<file path="src/rtl/rescue_pkg.sv">
package rescue_pkg;
  typedef enum logic [2:0] {
    ST_IDLE,
    ST_CLK_LO,
    ST_CLK_HI,
    ST_SAMPLE,
    ST_BUS_REL,
    ST_STOP_LO
  } rescue_state_e;
endpackage

</file>
<file path="src/rtl/rescue_sync.sv">
module rescue_sync #(
  parameter int STAGES = 2
) (
  input  logic clk_i,
  input  logic rst_ni,
  input  logic d_i,
  output logic q_o
);
  logic [STAGES-1:0] chain_q;

  // reset to 1: an idle bus reads high
  always_ff @(posedge clk_i or negedge rst_ni) begin
    if (!rst_ni) chain_q <= '1;
    else         chain_q <= {chain_q[STAGES-2:0], d_i};
  end

  assign q_o = chain_q[STAGES-1];
endmodule

</file>
<file path="src/rtl/rescue_timer.sv">
module rescue_timer #(
  parameter int LEN_W = 18
) (
  input  logic             clk_i,
  input  logic             rst_ni,
  input  logic             load_i,
  input  logic [LEN_W-1:0] len_i,
  output logic             expire_o
);
  logic [LEN_W-1:0] cnt_q;

  always_ff @(posedge clk_i or negedge rst_ni) begin
    if (!rst_ni)            cnt_q <= '0;
    else if (load_i)        cnt_q <= len_i - LEN_W'(1);
    else if (cnt_q != '0)   cnt_q <= cnt_q - LEN_W'(1);
  end

  assign expire_o = (cnt_q == '0);

  // a phase may only end once its count has run out
  a_r3_no_early_expire: assert property (@(posedge clk_i) disable iff (!rst_ni)
    load_i && (len_i > LEN_W'(1)) |=> !expire_o);
endmodule

</file>
<file path="src/rtl/i2c_bus_rescue.sv">
module i2c_bus_rescue
  import rescue_pkg::*;
#(
  parameter int CNT_W       = 16,
  parameter int PULSES      = 9,
  parameter int MAX_BURSTS  = 1024,
  parameter int STOP_HALVES = 2
) (
  input  logic             clk_i,
  input  logic             rst_ni,
  input  logic             start_i,
  input  logic             sda_i,
  input  logic [CNT_W-1:0] half_cnt_i,
  output logic             pin_force_o,
  output logic             scl_low_o,
  output logic             sda_low_o,
  output logic             sda_level_o,
  output logic             busy_o,
  output logic             done_o,
  output logic             timeout_o
);
  localparam int PW = $clog2(PULSES + 1);
  localparam int BW = $clog2(MAX_BURSTS + 1);
  localparam int LW = CNT_W + $clog2(STOP_HALVES + 1);

  rescue_state_e state_q, state_d;
  logic [PW-1:0] pulse_q;
  logic [BW-1:0] burst_q;
  logic          done_q, done_d, to_q, to_d;
  logic          sda_s, expire, load;
  logic [LW-1:0] half_len, len_d;

  rescue_sync #(.STAGES(2)) u_sync (
    .clk_i(clk_i), .rst_ni(rst_ni), .d_i(sda_i), .q_o(sda_s)
  );

  assign half_len = (half_cnt_i == '0) ? LW'(1) : LW'(half_cnt_i);
  assign len_d    = (state_d == ST_STOP_LO) ? half_len * LW'(STOP_HALVES) : half_len;
  assign load     = (state_d != state_q);

  rescue_timer #(.LEN_W(LW)) u_timer (
    .clk_i(clk_i), .rst_ni(rst_ni), .load_i(load), .len_i(len_d), .expire_o(expire)
  );

  always_comb begin
    state_d = state_q;
    done_d  = 1'b0;
    to_d    = 1'b0;
    unique case (state_q)
      ST_IDLE:    if (start_i) state_d = ST_CLK_LO;
      ST_CLK_LO:  if (expire) state_d = ST_CLK_HI;
      ST_CLK_HI:  if (expire) state_d = (pulse_q == PW'(PULSES - 1)) ? ST_SAMPLE : ST_CLK_LO;
      ST_SAMPLE: begin
        if (sda_s) state_d = ST_BUS_REL;
        else if (burst_q == BW'(MAX_BURSTS - 1)) begin
          state_d = ST_IDLE;
          to_d    = 1'b1;
        end else state_d = ST_CLK_LO;
      end
      ST_BUS_REL: if (expire) state_d = ST_STOP_LO;
      ST_STOP_LO: if (expire) begin
        state_d = ST_IDLE;
        done_d  = 1'b1;
      end
      default:    state_d = ST_IDLE;
    endcase
  end

  always_ff @(posedge clk_i or negedge rst_ni) begin
    if (!rst_ni) begin
      state_q <= ST_IDLE;
      pulse_q <= '0;
      burst_q <= '0;
      done_q  <= 1'b0;
      to_q    <= 1'b0;
    end else begin
      state_q <= state_d;
      done_q  <= done_d;
      to_q    <= to_d;
      if (state_q == ST_IDLE) pulse_q <= '0;
      else if (state_q == ST_CLK_HI && expire)
        pulse_q <= (pulse_q == PW'(PULSES - 1)) ? '0 : pulse_q + PW'(1);
      if (state_q == ST_IDLE) burst_q <= '0;
      else if (state_q == ST_SAMPLE && !sda_s) burst_q <= burst_q + BW'(1);
    end
  end

  assign busy_o      = (state_q != ST_IDLE);
  assign pin_force_o = busy_o;
  assign scl_low_o   = (state_q == ST_CLK_LO);
  assign sda_low_o   = (state_q == ST_STOP_LO);
  assign sda_level_o = sda_s;
  assign done_o      = done_q;
  assign timeout_o   = to_q;

  a_r9_no_dual_drive: assert property (@(posedge clk_i) disable iff (!rst_ni)
    !(scl_low_o && sda_low_o));
  a_r9_drive_needs_force: assert property (@(posedge clk_i) disable iff (!rst_ni)
    (scl_low_o || sda_low_o) |-> pin_force_o);
  a_r2_start_pulls_scl: assert property (@(posedge clk_i) disable iff (!rst_ni)
    (!busy_o && start_i) |=> (busy_o && scl_low_o));
  a_r8_busy_holds: assert property (@(posedge clk_i) disable iff (!rst_ni)
    busy_o |=> (busy_o || done_o || timeout_o));
  a_r6_done_after_stop: assert property (@(posedge clk_i) disable iff (!rst_ni)
    $rose(done_o) |-> (!busy_o && $past(sda_low_o)));
  a_r6_stop_scl_released: assert property (@(posedge clk_i) disable iff (!rst_ni)
    $rose(sda_low_o) |-> $past(pin_force_o && !scl_low_o));
  a_r7_timeout_no_stop: assert property (@(posedge clk_i) disable iff (!rst_ni)
    timeout_o |-> (!busy_o && !done_o && !$past(sda_low_o)));
endmodule

</file>
<file path="config.mk">
export PLATFORM = sky130hd
export DESIGN_NAME = i2c_bus_rescue
export DESIGN_NICKNAME = d
export VERILOG_FILES = /design/src/rtl/rescue_pkg.sv /design/src/rtl/rescue_sync.sv /design/src/rtl/rescue_timer.sv /design/src/rtl/i2c_bus_rescue.sv
export SDC_FILE = /design/constraint.sdc
export NUM_CORES = 1
export LEC_CHECK = 0
export ABC_AREA = 1
export BUFFER_PORTS_ARGS = -buffer_cell sky130_fd_sc_hd__buf_2
export CAP_MARGIN = 30
export CORE_MARGIN = 2
export CORE_UTILIZATION = 54
export DETAILED_ROUTE_END_ITERATION = 7
export PLACE_DENSITY = 0.77
export SETUP_SLACK_MARGIN = 0.5
export SLEW_MARGIN = 20
export SYNTH_ARGS = -nofsm -noshare
export SYNTH_HDL_FRONTEND = slang
export SYNTH_HIERARCHICAL = 1
export SYNTH_SLANG_ARGS = --single-unit
</file>
<file path="constraint.sdc">
create_clock -name clk_i -period 2.6 [get_ports clk_i]
set_input_delay 0.13 -clock clk_i [delete_from_list [all_inputs] [get_ports clk_i]]
set_output_delay 0.13 -clock clk_i [all_outputs]
set_load 0.005 [all_outputs]
</file>
==> results.json, run 1 <==
{
  "synthXorXnorAreaFrac_pct": 0.8739,
  "via_per_inst": 5.296,
  "synth_top_family_by_area": "simple AND/OR/NAND/NOR gates",
  "crit_path_frequent_cell": "nand2_2",
  "r2r_start": "u_timer/cnt_q[9]$_DFFE_PN0P_",
  "synthCells": 441,
  "dpl.cell_count": 585,
  "p_int_w": 0.001929,
  "htree_levels": 2,
  "finalHoldViolCount": 0,
  "r2r_end": "u_timer/cnt_q[14]$_DFFE_PN0P_",
  "period_share_pct": 113.6,
  "cts_inserted_buffers": 5,
  "holdWs_ns": 0.2003,
  "drt_iter0_markers": 280,
  "fin_cells": 614,
  "synth_compound_gate_area_share_pct": 12.86,
  "setup_viol": 17,
  "synthMuxAreaShare_pct": 0.3329,
  "synthesis.nets": 465,
  "die_w_um": 78.62,
  "clkLatencyLatePin_ns": 0.30,
  "wire_per_inst_um": 13.99,
  "most-common-layout-cells": "nand2_1 (105), inv_1 (64), buf_4 (64), nor2_1 (40), dfrtp_1 (38)",
  "crit_fanout": 6,
  "ys_seq_area_share_pct": 33.37,
  "max_freq_ghz": 0.3385,
  "post-route-min-period_ns": 2.954,
  "p_leak_nw": 2.077,
  "end_kind": "flip-flop",
  "netSwitchingFraction_pct": 43.80,
  "syn_area_mm2": 0.003007,
  "cp_data_required_time_ns": 2.81,
  "dr.pass1.iters": 6,
  "place_hpwl_um": 5776,
  "port_buffers": 26,
  "seqPwrFrac_pct": 24.8,
  "grt_first_pass_wirelength_um": 13280,
  "p_comb_share_pct": 62.8,
  "overflow": 0,
  "yosysUniqueCellTypes": 35,
  "antenna_left": 0,
  "routed_wl_um": 8589,
  "r2r_setup_slack_ns": -0.35,
  "crit_arrival_ns": 3.16,
  "root_buffer": "clkbuf_8",
  "critPathLaunchType": "flip-flop",
  "hp-class": "in -> async",
  "ff2ff_path_depth": 26,
  "vias": 3252,
  "critPathMaxStageDelay_ns": 0.41,
  "clkSinkCount": 40,
  "track_usage_pct": 27.08,
  "grt_antenna_before_repair": 0,
  "worst-setup-path-type": "reg -> reg",
  "clk_path_buf_depth": 2,
  "p_per_area_mw_per_mm2": 837.6,
  "violations": "negative setup slack",
  "synthSimpleGateAreaFrac_pct": 37.54,
  "cts_tree": "built",
  "multi_input_area_mm2": 0.001823,
  "core_area_mm2": 0.005439,
  "antenna_cells": 0,
  "finClkSkew_ns": 0.01260,
  "ys_warn_count": 6,
  "grt_max_degree": 41,
  "p_sw_w": 0.001504,
  "slowest_stage": "dfrtp_1",
  "dpl_cell_area_mm2": 0.003630,
  "maxSlewViolCount": 0,
  "ios": 27,
  "layout-drive-gt1-share_pct": 37.82,
  "row_count": 27,
  "initial_utilization_pct": 55.28,
  "clk_pin_slew_ns": 0.09,
  "final_area_mm2": 0.004098,
  "layout_setup_ws_ns": -0.3540,
  "ir_drop_v": 0.0004847,
  "avgSynthCellArea_um2": 6.818,
  "cap_viol_max_count": 0,
  "layout_commonest_cell": "nand2_1",
  "fill_cells": 371,
  "p_clk_share_pct": 12.4,
  "grt_pass1_vias": 2984,
  "outcome": "finished, violations left",
  "ys_seq_elements": 40,
  "gp_congestion": 0.9544,
  "grt_setup_unrepaired": "yes",
  "ff_latch_area_mm2": 0.001003,
  "fp.dieArea_mm2": 0.006180,
  "drc": 0,
  "die_y_um": 78.62,
  "synthAdderAreaFrac_pct": 1.665,
  "synthToLayoutAreaGrowth_pct": 36.29,
  "nets": 565
}
## Yosys cell counts
| library cell | count | area share, % |
|---|---|---|
| a21oi_1 | 15 | 2.5 |
| a21oi_2 | 1 | 0.29 |
| a22o_1 | 1 | 0.29 |
| buf_2 | 2 | 0.33 |
| buf_4 | 3 | 0.75 |
| buf_6 | 7 | 2.6 |
| conb_1 | 1 | 0.12 |
| dfrtp_1 | 38 | 32 |
| dfstp_2 | 2 | 1.7 |
| ha_1 | 4 | 1.7 |
| inv_1 | 72 | 9.0 |
| inv_2 | 2 | 0.25 |
| inv_6 | 1 | 0.29 |
| mux2i_1 | 1 | 0.33 |
| nand2_1 | 121 | 15 |
| nand2_2 | 9 | 1.9 |
| nand2_4 | 4 | 1.5 |
| nand3_1 | 24 | 4.0 |
| nand3_4 | 1 | 0.58 |
| nand3b_1 | 3 | 0.75 |
| nand4_1 | 13 | 2.7 |
| nor2_1 | 49 | 6.1 |
| nor2_2 | 7 | 1.5 |
| nor2_4 | 4 | 1.5 |
| nor2_8 | 1 | 0.67 |
| nor3_1 | 2 | 0.33 |
| nor3_4 | 1 | 0.54 |
| o21a_1 | 1 | 0.25 |
| o21ai_0 | 29 | 4.8 |
| o21ai_1 | 6 | 1.0 |
| o21ai_2 | 9 | 2.6 |
| o21ai_4 | 2 | 1.1 |
| or2_1 | 1 | 0.21 |
| or2_2 | 1 | 0.21 |
| xor2_1 | 3 | 0.87 |
## critical path: cells and delay by family (launching register included)
family | cells | cell delay [ns]
buf+inv | 7 | 0.73
simple gates | 19 | 1.71
flops | 1 | 0.41
## state kept, by name, summed over array words and instances (netlist names)
name            flops
u_sync/chain_q      2
pulse_q             4
state_q             3
u_timer/cnt_q      18
burst_q            11
done_o              1
timeout_o           1
## metal layers
metal,GRT usage (%),up-vias,wire (µm)
met1,35.03,1498,3452
met4,6.842,0,239
met5,0,-,0
met3,2.644,26,608
met2,48.46,143,4288
li1,-,1585,-
## power groups by stage
stage | Combinational, W | Sequential, W | Clock (W)
floorplan | 0.00104 | 0.000839 | 0
global placement | 0.00169 | 0.000850 | 0
detailed placement | 0.00173 | 0.000855 | 0
CTS | 0.00188 | 0.000844 | 0.000436
global route | 0.00231 | 0.000860 | 0.000461
finish | 0.00215 | 0.000851 | 0.000427
## logic make-up after synthesis
family,Yosys count
and+or+nand+nor,241
buffers and inverters,87
AOI/OAI and AO/OA,64
DFF,40
adders and majority gates,4
xor gates and xnor gates,3
other,1
muxes,1
## what timing repair did
| item | in CTS | in global routing |
|---|---|---|
| pin swaps | 20 | 16 |
| hold buffers | 2 | 0 |
| resized for setup | 29 | 33 |
| hold endpoints to repair | 39 | 0 |
| setup endpoints to repair | 18 | 18 |
| buffers inserted | 8 | 9 |
| cloned | 1 | 0 |
## worst max-delay path by stage
stage | from | to | depth (start not counted)
2_1_floorplan | u_timer/cnt_q[9]$_DFFE_PN0P_ | u_timer/cnt_q[14]$_DFFE_PN0P_ | 27
3_3_place_gp | u_timer/cnt_q[9]$_DFFE_PN0P_ | u_timer/cnt_q[8]$_DFFE_PN0P_ | 19
3_5_place_dp | u_timer/cnt_q[9]$_DFFE_PN0P_ | u_timer/cnt_q[8]$_DFFE_PN0P_ | 19
4_1_cts | u_timer/cnt_q[9]$_DFFE_PN0P_ | u_timer/cnt_q[12]$_DFFE_PN0P_ | 24
5_1_grt | u_timer/cnt_q[9]$_DFFE_PN0P_ | u_timer/cnt_q[12]$_DFFE_PN0P_ | 24
6_report | u_timer/cnt_q[9]$_DFFE_PN0P_ | u_timer/cnt_q[14]$_DFFE_PN0P_ | 26
## cell type report
class / count / share of cell area, %
multi-input cells: 315 / 44.49
flip-flops and latches: 40 / 24.49
repair buffers: 104 / 19.33
inverters: 75 / 7.237
well taps: 72 / 2.198
clock buffers: 5 / 1.679
clock inverters: 3 / 0.5802
## stage by stage
step	total power, W	utilization [%]	TNS, ns	worst slack, ns
finish	0.003432	75.34	-4.341	-0.3540
global route	0.003636	75.34	-6.547	-0.4852
CTS	0.003157	71.82	-2.672	-0.2566
detailed placement	0.002589	66.74	-6.543	-0.4873
global placement	0.002539	66.74	-4.769	-0.3776
floorplan	0.001878	-	-0.1053	-0.05686
Note: power is estimated with default switching activity, not from simulation.
==> inputs of run 2 (changes only) <==
- clock period: 2.6 -> 2.4 ns (I/O delays scaled with it)
==> results.json, run 2 (synthesis gave the netlist of run 1 again) <==
{
  "netSwitchingFraction_pct": 43.37,
  "die_w_um": 78.62,
  "layout_setup_ws_ns": -0.6145,
  "p_leak_nw": 2.210,
  "cp_data_required_time_ns": 2.62,
  "finalHoldViolCount": 0,
  "holdWs_ns": 0.2012,
  "routed_wl_um": 9212,
  "p_sw_w": 0.001631,
  "setup_viol": 19,
  "r2r_setup_slack_ns": -0.61,
  "p_per_area_mw_per_mm2": 878.0,
  "preCtsSetupSlack_ns": -0.5872,
  "drt_iter0_markers": 271,
  "cts_tree": "built",
  "layout-drive-gt1-share_pct": 40.00,
  "violations": "negative setup slack",
  "grt_max_degree": 41,
  "post-route-min-period_ns": 3.015,
  "p_clk_share_pct": 11.8,
  "gp_congestion": 0.9538,
  "r2r_end": "u_timer/cnt_q[17]$_DFFE_PN0P_",
  "initial_utilization_pct": 55.28,
  "grt_setup_unrepaired": "yes",
  "ff2ff_path_depth": 23,
  "fp.dieArea_mm2": 0.006180,
  "place_hpwl_um": 5827,
  "maxSlewViolCount": 0,
  "nets": 583,
  "root_buffer": "clkbuf_8",
  "seqPwrFrac_pct": 24.6,
  "antenna_cells": 0,
  "dr.pass1.iters": 5,
  "end_kind": "flip-flop",
  "antenna_left": 0,
  "vias": 3342,
  "fill_cells": 358,
  "p_comb_share_pct": 63.6,
  "regMostFlops": "u_timer/cnt_q",
  "synthToLayoutAreaGrowth_pct": 42.45,
  "grt_pass1_vias": 3113,
  "htree_levels": 2,
  "crit_arrival_ns": 3.23,
  "grt_antenna_before_repair": 0,
  "wire_per_inst_um": 14.58,
  "largest_register_ffs": 18,
  "hp-class": "in -> async",
  "via_per_inst": 5.288,
  "cp-startpoint": "u_timer/cnt_q[10]$_DFFE_PN0P_",
  "worst-setup-path-type": "reg -> reg",
  "cts_inserted_buffers": 5,
  "critPathLaunchType": "flip-flop",
  "clkSinkCount": 40,
  "clkLatencyLatePin_ns": 0.31,
  "outcome": "finished, violations left",
  "clk_pin_slew_ns": 0.09,
  "overflow": 0,
  "crit_fanout": 8,
  "ir_drop_v": 0.0004523,
  "finClkSkew_ns": 0.01757,
  "drc": 0,
  "track_usage_pct": 28.62,
  "period_share_pct": 125.6,
  "largestRegisters": "u_timer/cnt_q x18, burst_q x11, pulse_q x4",
  "max_freq_ghz": 0.3317,
  "most-common-layout-cells": "nand2_1 (105), buf_4 (78), inv_1 (62), nor2_1 (40), dfrtp_1 (38)",
  "cap_viol_max_count": 0,
  "p_int_w": 0.002130,
  "ios": 27,
  "die_y_um": 78.62,
  "layout_commonest_cell": "nand2_1",
  "r2r_start": "u_timer/cnt_q[10]$_DFFE_PN0P_",
  "port_buffers": 26,
  "core_area_mm2": 0.005439,
  "row_count": 27,
  "clk_path_buf_depth": 2,
  "grt_first_pass_wirelength_um": 14080
}
[run 2: power groups by stage]
stage / sequential [W] / combinational [W] / clock, W
finish: 0.000924 / 0.00239 / 0.000445
CTS: 0.000916 / 0.00204 / 0.000448
global route: 0.000941 / 0.00257 / 0.000468
detailed placement: 0.000927 / 0.00187 / 0
floorplan: 0.000909 / 0.00113 / 0
global placement: 0.000925 / 0.00182 / 0
[run 2: critical path: stages, from the launching register on]
cell       delay (ns)
dfrtp_1          0.41
nor2_1           0.12
nand3_1          0.11
nor3_2           0.27
nand3_2          0.16
clkinv_4         0.13
nand2_1          0.06
nand2_1          0.09
nand2_1          0.08
nor2_1           0.11
nor2_1           0.07
nand2_2          0.13
buf_12           0.15
inv_8            0.06
clkbuf_16        0.15
nand2_2          0.07
nand2_4          0.08
nor2_4           0.15
nand2_2          0.10
nor2_1           0.11
nand2_1          0.08
nand2_1          0.08
nand2_1          0.05
nor2_1           0.12
[run 2: worst max-delay path by stage]
stage	to	slack [ns]	cells after the start
floorplan	u_timer/cnt_q[14]$_DFFE_PN0P_	-0.26	27
global placement	u_timer/cnt_q[14]$_DFFE_PN0P_	-0.48	25
detailed placement	u_timer/cnt_q[14]$_DFFE_PN0P_	-0.59	24
CTS	u_timer/cnt_q[12]$_DFFE_PN0P_	-0.36	23
global route	u_timer/cnt_q[14]$_DFFE_PN0P_	-0.74	24
finish	u_timer/cnt_q[17]$_DFFE_PN0P_	-0.61	23
[run 2: final cells by class]
type | count | area, µm² | area share, %
multi-input cells | 314 | 1836 | 42.86
well taps | 72 | 90.09 | 2.103
repair buffers | 123 | 970.9 | 22.67
clock buffers | 7 | 76.32 | 1.782
clock inverters | 1 | 5.005 | 0.1169
inverters | 75 | 301.5 | 7.041
flip-flops and latches | 40 | 1003 | 23.43
[run 2: metrics by stage]
step	cell area (µm²)	std cells	total power (W)	util (%)	setup TNS (ns)
after floorplan	3060	441	0.002035	-	-1.471
after global placement	3712	596	0.002747	68.25	-6.622
after detailed placement	3712	596	0.002794	68.25	-8.415
after CTS	4044	624	0.003406	74.35	-4.711
after global routing	4283	632	0.003980	78.74	-12.25
final	4283	632	0.003760	78.74	-9.540
[run 2: what timing repair did]
action | CTS | global route
pin swaps | 17 | 19
endpoints found under the setup margin | 18 | 21
gates cloned | 0 | 1
hold buffers | 2 | 0
gates resized for setup | 31 | 42
setup buffers | 18 | 6
hold endpoints to repair | 39 | 0
[run 2: routing by layer]
metal | vias to the layer above | track usage [%] | share of wire (%)
met3 | 30 | 3.563 | 5.9
met1 | 1546 | 34.46 | 39
met5 | - | 0 | 0
li1 | 1616 | - | -
met2 | 150 | 53.25 | 52
met4 | 0 | 7.895 | 2.4
==> inputs of run 3 (changes only) <==
- SKIP_LAST_GASP: not set -> 1
==> results.json, run 3 (synthesis gave the netlist of run 1 again) <==
{
  "cts_tree": "built",
  "vias": 3631,
  "r2r_start": "u_timer/cnt_q[10]$_DFFE_PN0P_",
  "track_usage_pct": 28.42,
  "critPathMaxStageDelay_ns": 0.41,
  "dr.pass1.iters": 7,
  "via_per_inst": 5.700,
  "wire_per_inst_um": 16.54,
  "p_per_area_mw_per_mm2": 938.3,
  "drt_iter0_markers": 340,
  "initial_utilization_pct": 55.28,
  "postLayoutCoreUtil_pct": 82.08,
  "drc": 0,
  "cts_inserted_buffers": 5,
  "die_y_um": 78.62,
  "clk_pin_slew_ns": 0.09,
  "most-common-layout-cells": "nand2_1 (99), buf_4 (81), inv_1 (60), nor2_1 (40), dfrtp_1 (38)",
  "finClkSkew_ns": 0.01655,
  "clk_path_buf_depth": 2,
  "period_share_pct": 129.3,
  "cap_viol_max_count": 0,
  "gp_congestion": 0.9538,
  "fp.dieArea_mm2": 0.006180,
  "hp-class": "in -> async",
  "worst-setup-path-type": "reg -> reg",
  "cp_data_required_time_ns": 2.61,
  "overflow": 0,
  "slowest_stage": "dfrtp_1",
  "fin_cells": 637,
  "cp-startpoint": "u_timer/cnt_q[10]$_DFFE_PN0P_",
  "row_count": 27,
  "grt_pass1_vias": 3137,
  "antenna_cells": 0,
  "ir_drop_v": 0.0004862,
  "layout-drive-gt1-share_pct": 43.54,
  "worst_pin_slew_ns": 0.5061,
  "grt_max_degree": 41,
  "crit_arrival_ns": 3.31,
  "cp_top_family": "simple AND/OR/NAND/NOR gates",
  "post-route-min-period_ns": 3.102,
  "port_buffers": 26,
  "clkLatencyLatePin_ns": 0.31,
  "die_w_um": 78.62,
  "ios": 27,
  "clkSinkCount": 40,
  "htree_levels": 2,
  "nets": 588,
  "regMostFlops": "u_timer/cnt_q",
  "maxSlewViolCount": 0,
  "fill_cells": 307,
  "root_buffer": "clkbuf_8",
  "synthToLayoutAreaGrowth_pct": 48.48,
  "layout_commonest_cell": "nand2_1",
  "max_freq_ghz": 0.3224,
  "violations": "negative setup slack",
  "layout_setup_ws_ns": -0.7020,
  "outcome": "finished, violations left",
  "grt_setup_unrepaired": "yes",
  "setup_viol": 19,
  "crit_path_frequent_cell": "nand2_2",
  "largest_register_ffs": 18,
  "finalHoldViolCount": 0,
  "preCtsSetupSlack_ns": -0.5872,
  "core_area_mm2": 0.005439,
  "dpl.cell_count": 596,
  "path_cells": "nor2_1, nand3_1, nor3_2, nand3_2, clkinv_4, o21ai_0, nand2_2, nor2_2, nor2_2, nand2_2, buf_4, nand2_1, o21ai_2, inv_1, nand2_1, nor2_2, nand2_2, nor2_4, nand2_2, nand2_1, nor2_1",
  "max_slew_margin_pct": 65.91,
  "critPathLaunchType": "flip-flop",
  "antenna_left": 0,
  "grt_antenna_before_repair": 0,
  "crit_fanout": 14,
  "end_kind": "flip-flop",
  "path_buf_inv": 3,
  "largestRegisters": "u_timer/cnt_q x18, burst_q x11, pulse_q x4",
  "routed_wl_um": 10540,
  "place_hpwl_um": 5827,
  "p_leak_nw": 2.290,
  "grt_first_pass_wirelength_um": 13950
}
run 3: cell types whose count changed in the layout (fill, tap and decap cells not counted), moves of 4 or more:
cell / delta
nand2_4: +8
nand2_1: -6
nor2_2: -5
nor2_4: +5
nand3_1: -4
nand3_2: +4
run 3: area by class of cell:
class                           instances  area, µm²  share of cell area (%)
Clock buffer                            7      76.32                   1.710
Multi-Input combinational cell        314       1983                   44.42
Sequential cell                        40       1003                   22.48
Inverter                               75      304.0                   6.811
Tap cell                               72      90.09                   2.018
Timing Repair Buffer                  128       1002                   22.45
Clock inverter                          1      5.005                  0.1121
run 3: power breakdown:
part           total, W  internal [W]  switching (W)
registers      0.000937      0.000839      0.0000972
clock network  0.000438      0.000204       0.000234
logic           0.00281       0.00125        0.00157
run 3: final timing paths:
| kind | end | cells past startpoint | slack, ns |
|---|---|---|---|
| setup / recovery | u_timer/cnt_q[14]$_DFFE_PN0P_ | 21 | -0.70 |
| hold / removal | burst_q[9]$_DFFE_PN0P_ | 2 | 0.23 |
| setup reg to reg | u_timer/cnt_q[14]$_DFFE_PN0P_ | 21 | -0.70 |
| hold reg to reg | u_sync/chain_q[1]$_DFF_PN1_ | 0 | 0.37 |
| max in group asynchronous | u_sync/chain_q[0]$_DFF_PN1_ | 3 | 1.65 |
| min in group clk_i | u_sync/chain_q[1]$_DFF_PN1_ | 0 | 0.37 |
run 3: timing repair:
item                                    in CTS  in global routing
hold buffers                                 2                  0
pin swaps                                   17                 44
resized for setup                           14                 98
endpoints found under the hold margin       39                  0
setup buffers                               18                 12
endpoints found under the setup margin      18                 22
gates cloned                                 0                  0
run 3: layer usage:
layer | GRT usage, % | up-vias | wire [µm]
met2 | 52.99 | 239 | 5237
met1 | 33.65 | 1656 | 3633
li1 | - | 1633 | -
met3 | 3.908 | 103 | 783
met5 | 0 | - | 0
met4 | 8.421 | 0 | 881
run 3: metrics by stage:
| step | hold slack (ns) | setup TNS [ns] | total power (W) | cell area (µm²) |
|---|---|---|---|---|
| after global routing | 0.2658 | -13.40 | 0.004384 | 4464 |
| final | 0.2318 | -10.25 | 0.004189 | 4464 |
| after CTS | 0.3652 | -5.088 | 0.003373 | 3991 |
| after global placement | 0.2262 | -6.622 | 0.002747 | 3712 |
| after detailed placement | 0.2288 | -8.415 | 0.002794 | 3712 |
| after floorplan | -0.1756 | -1.471 | 0.002035 | 3060 |
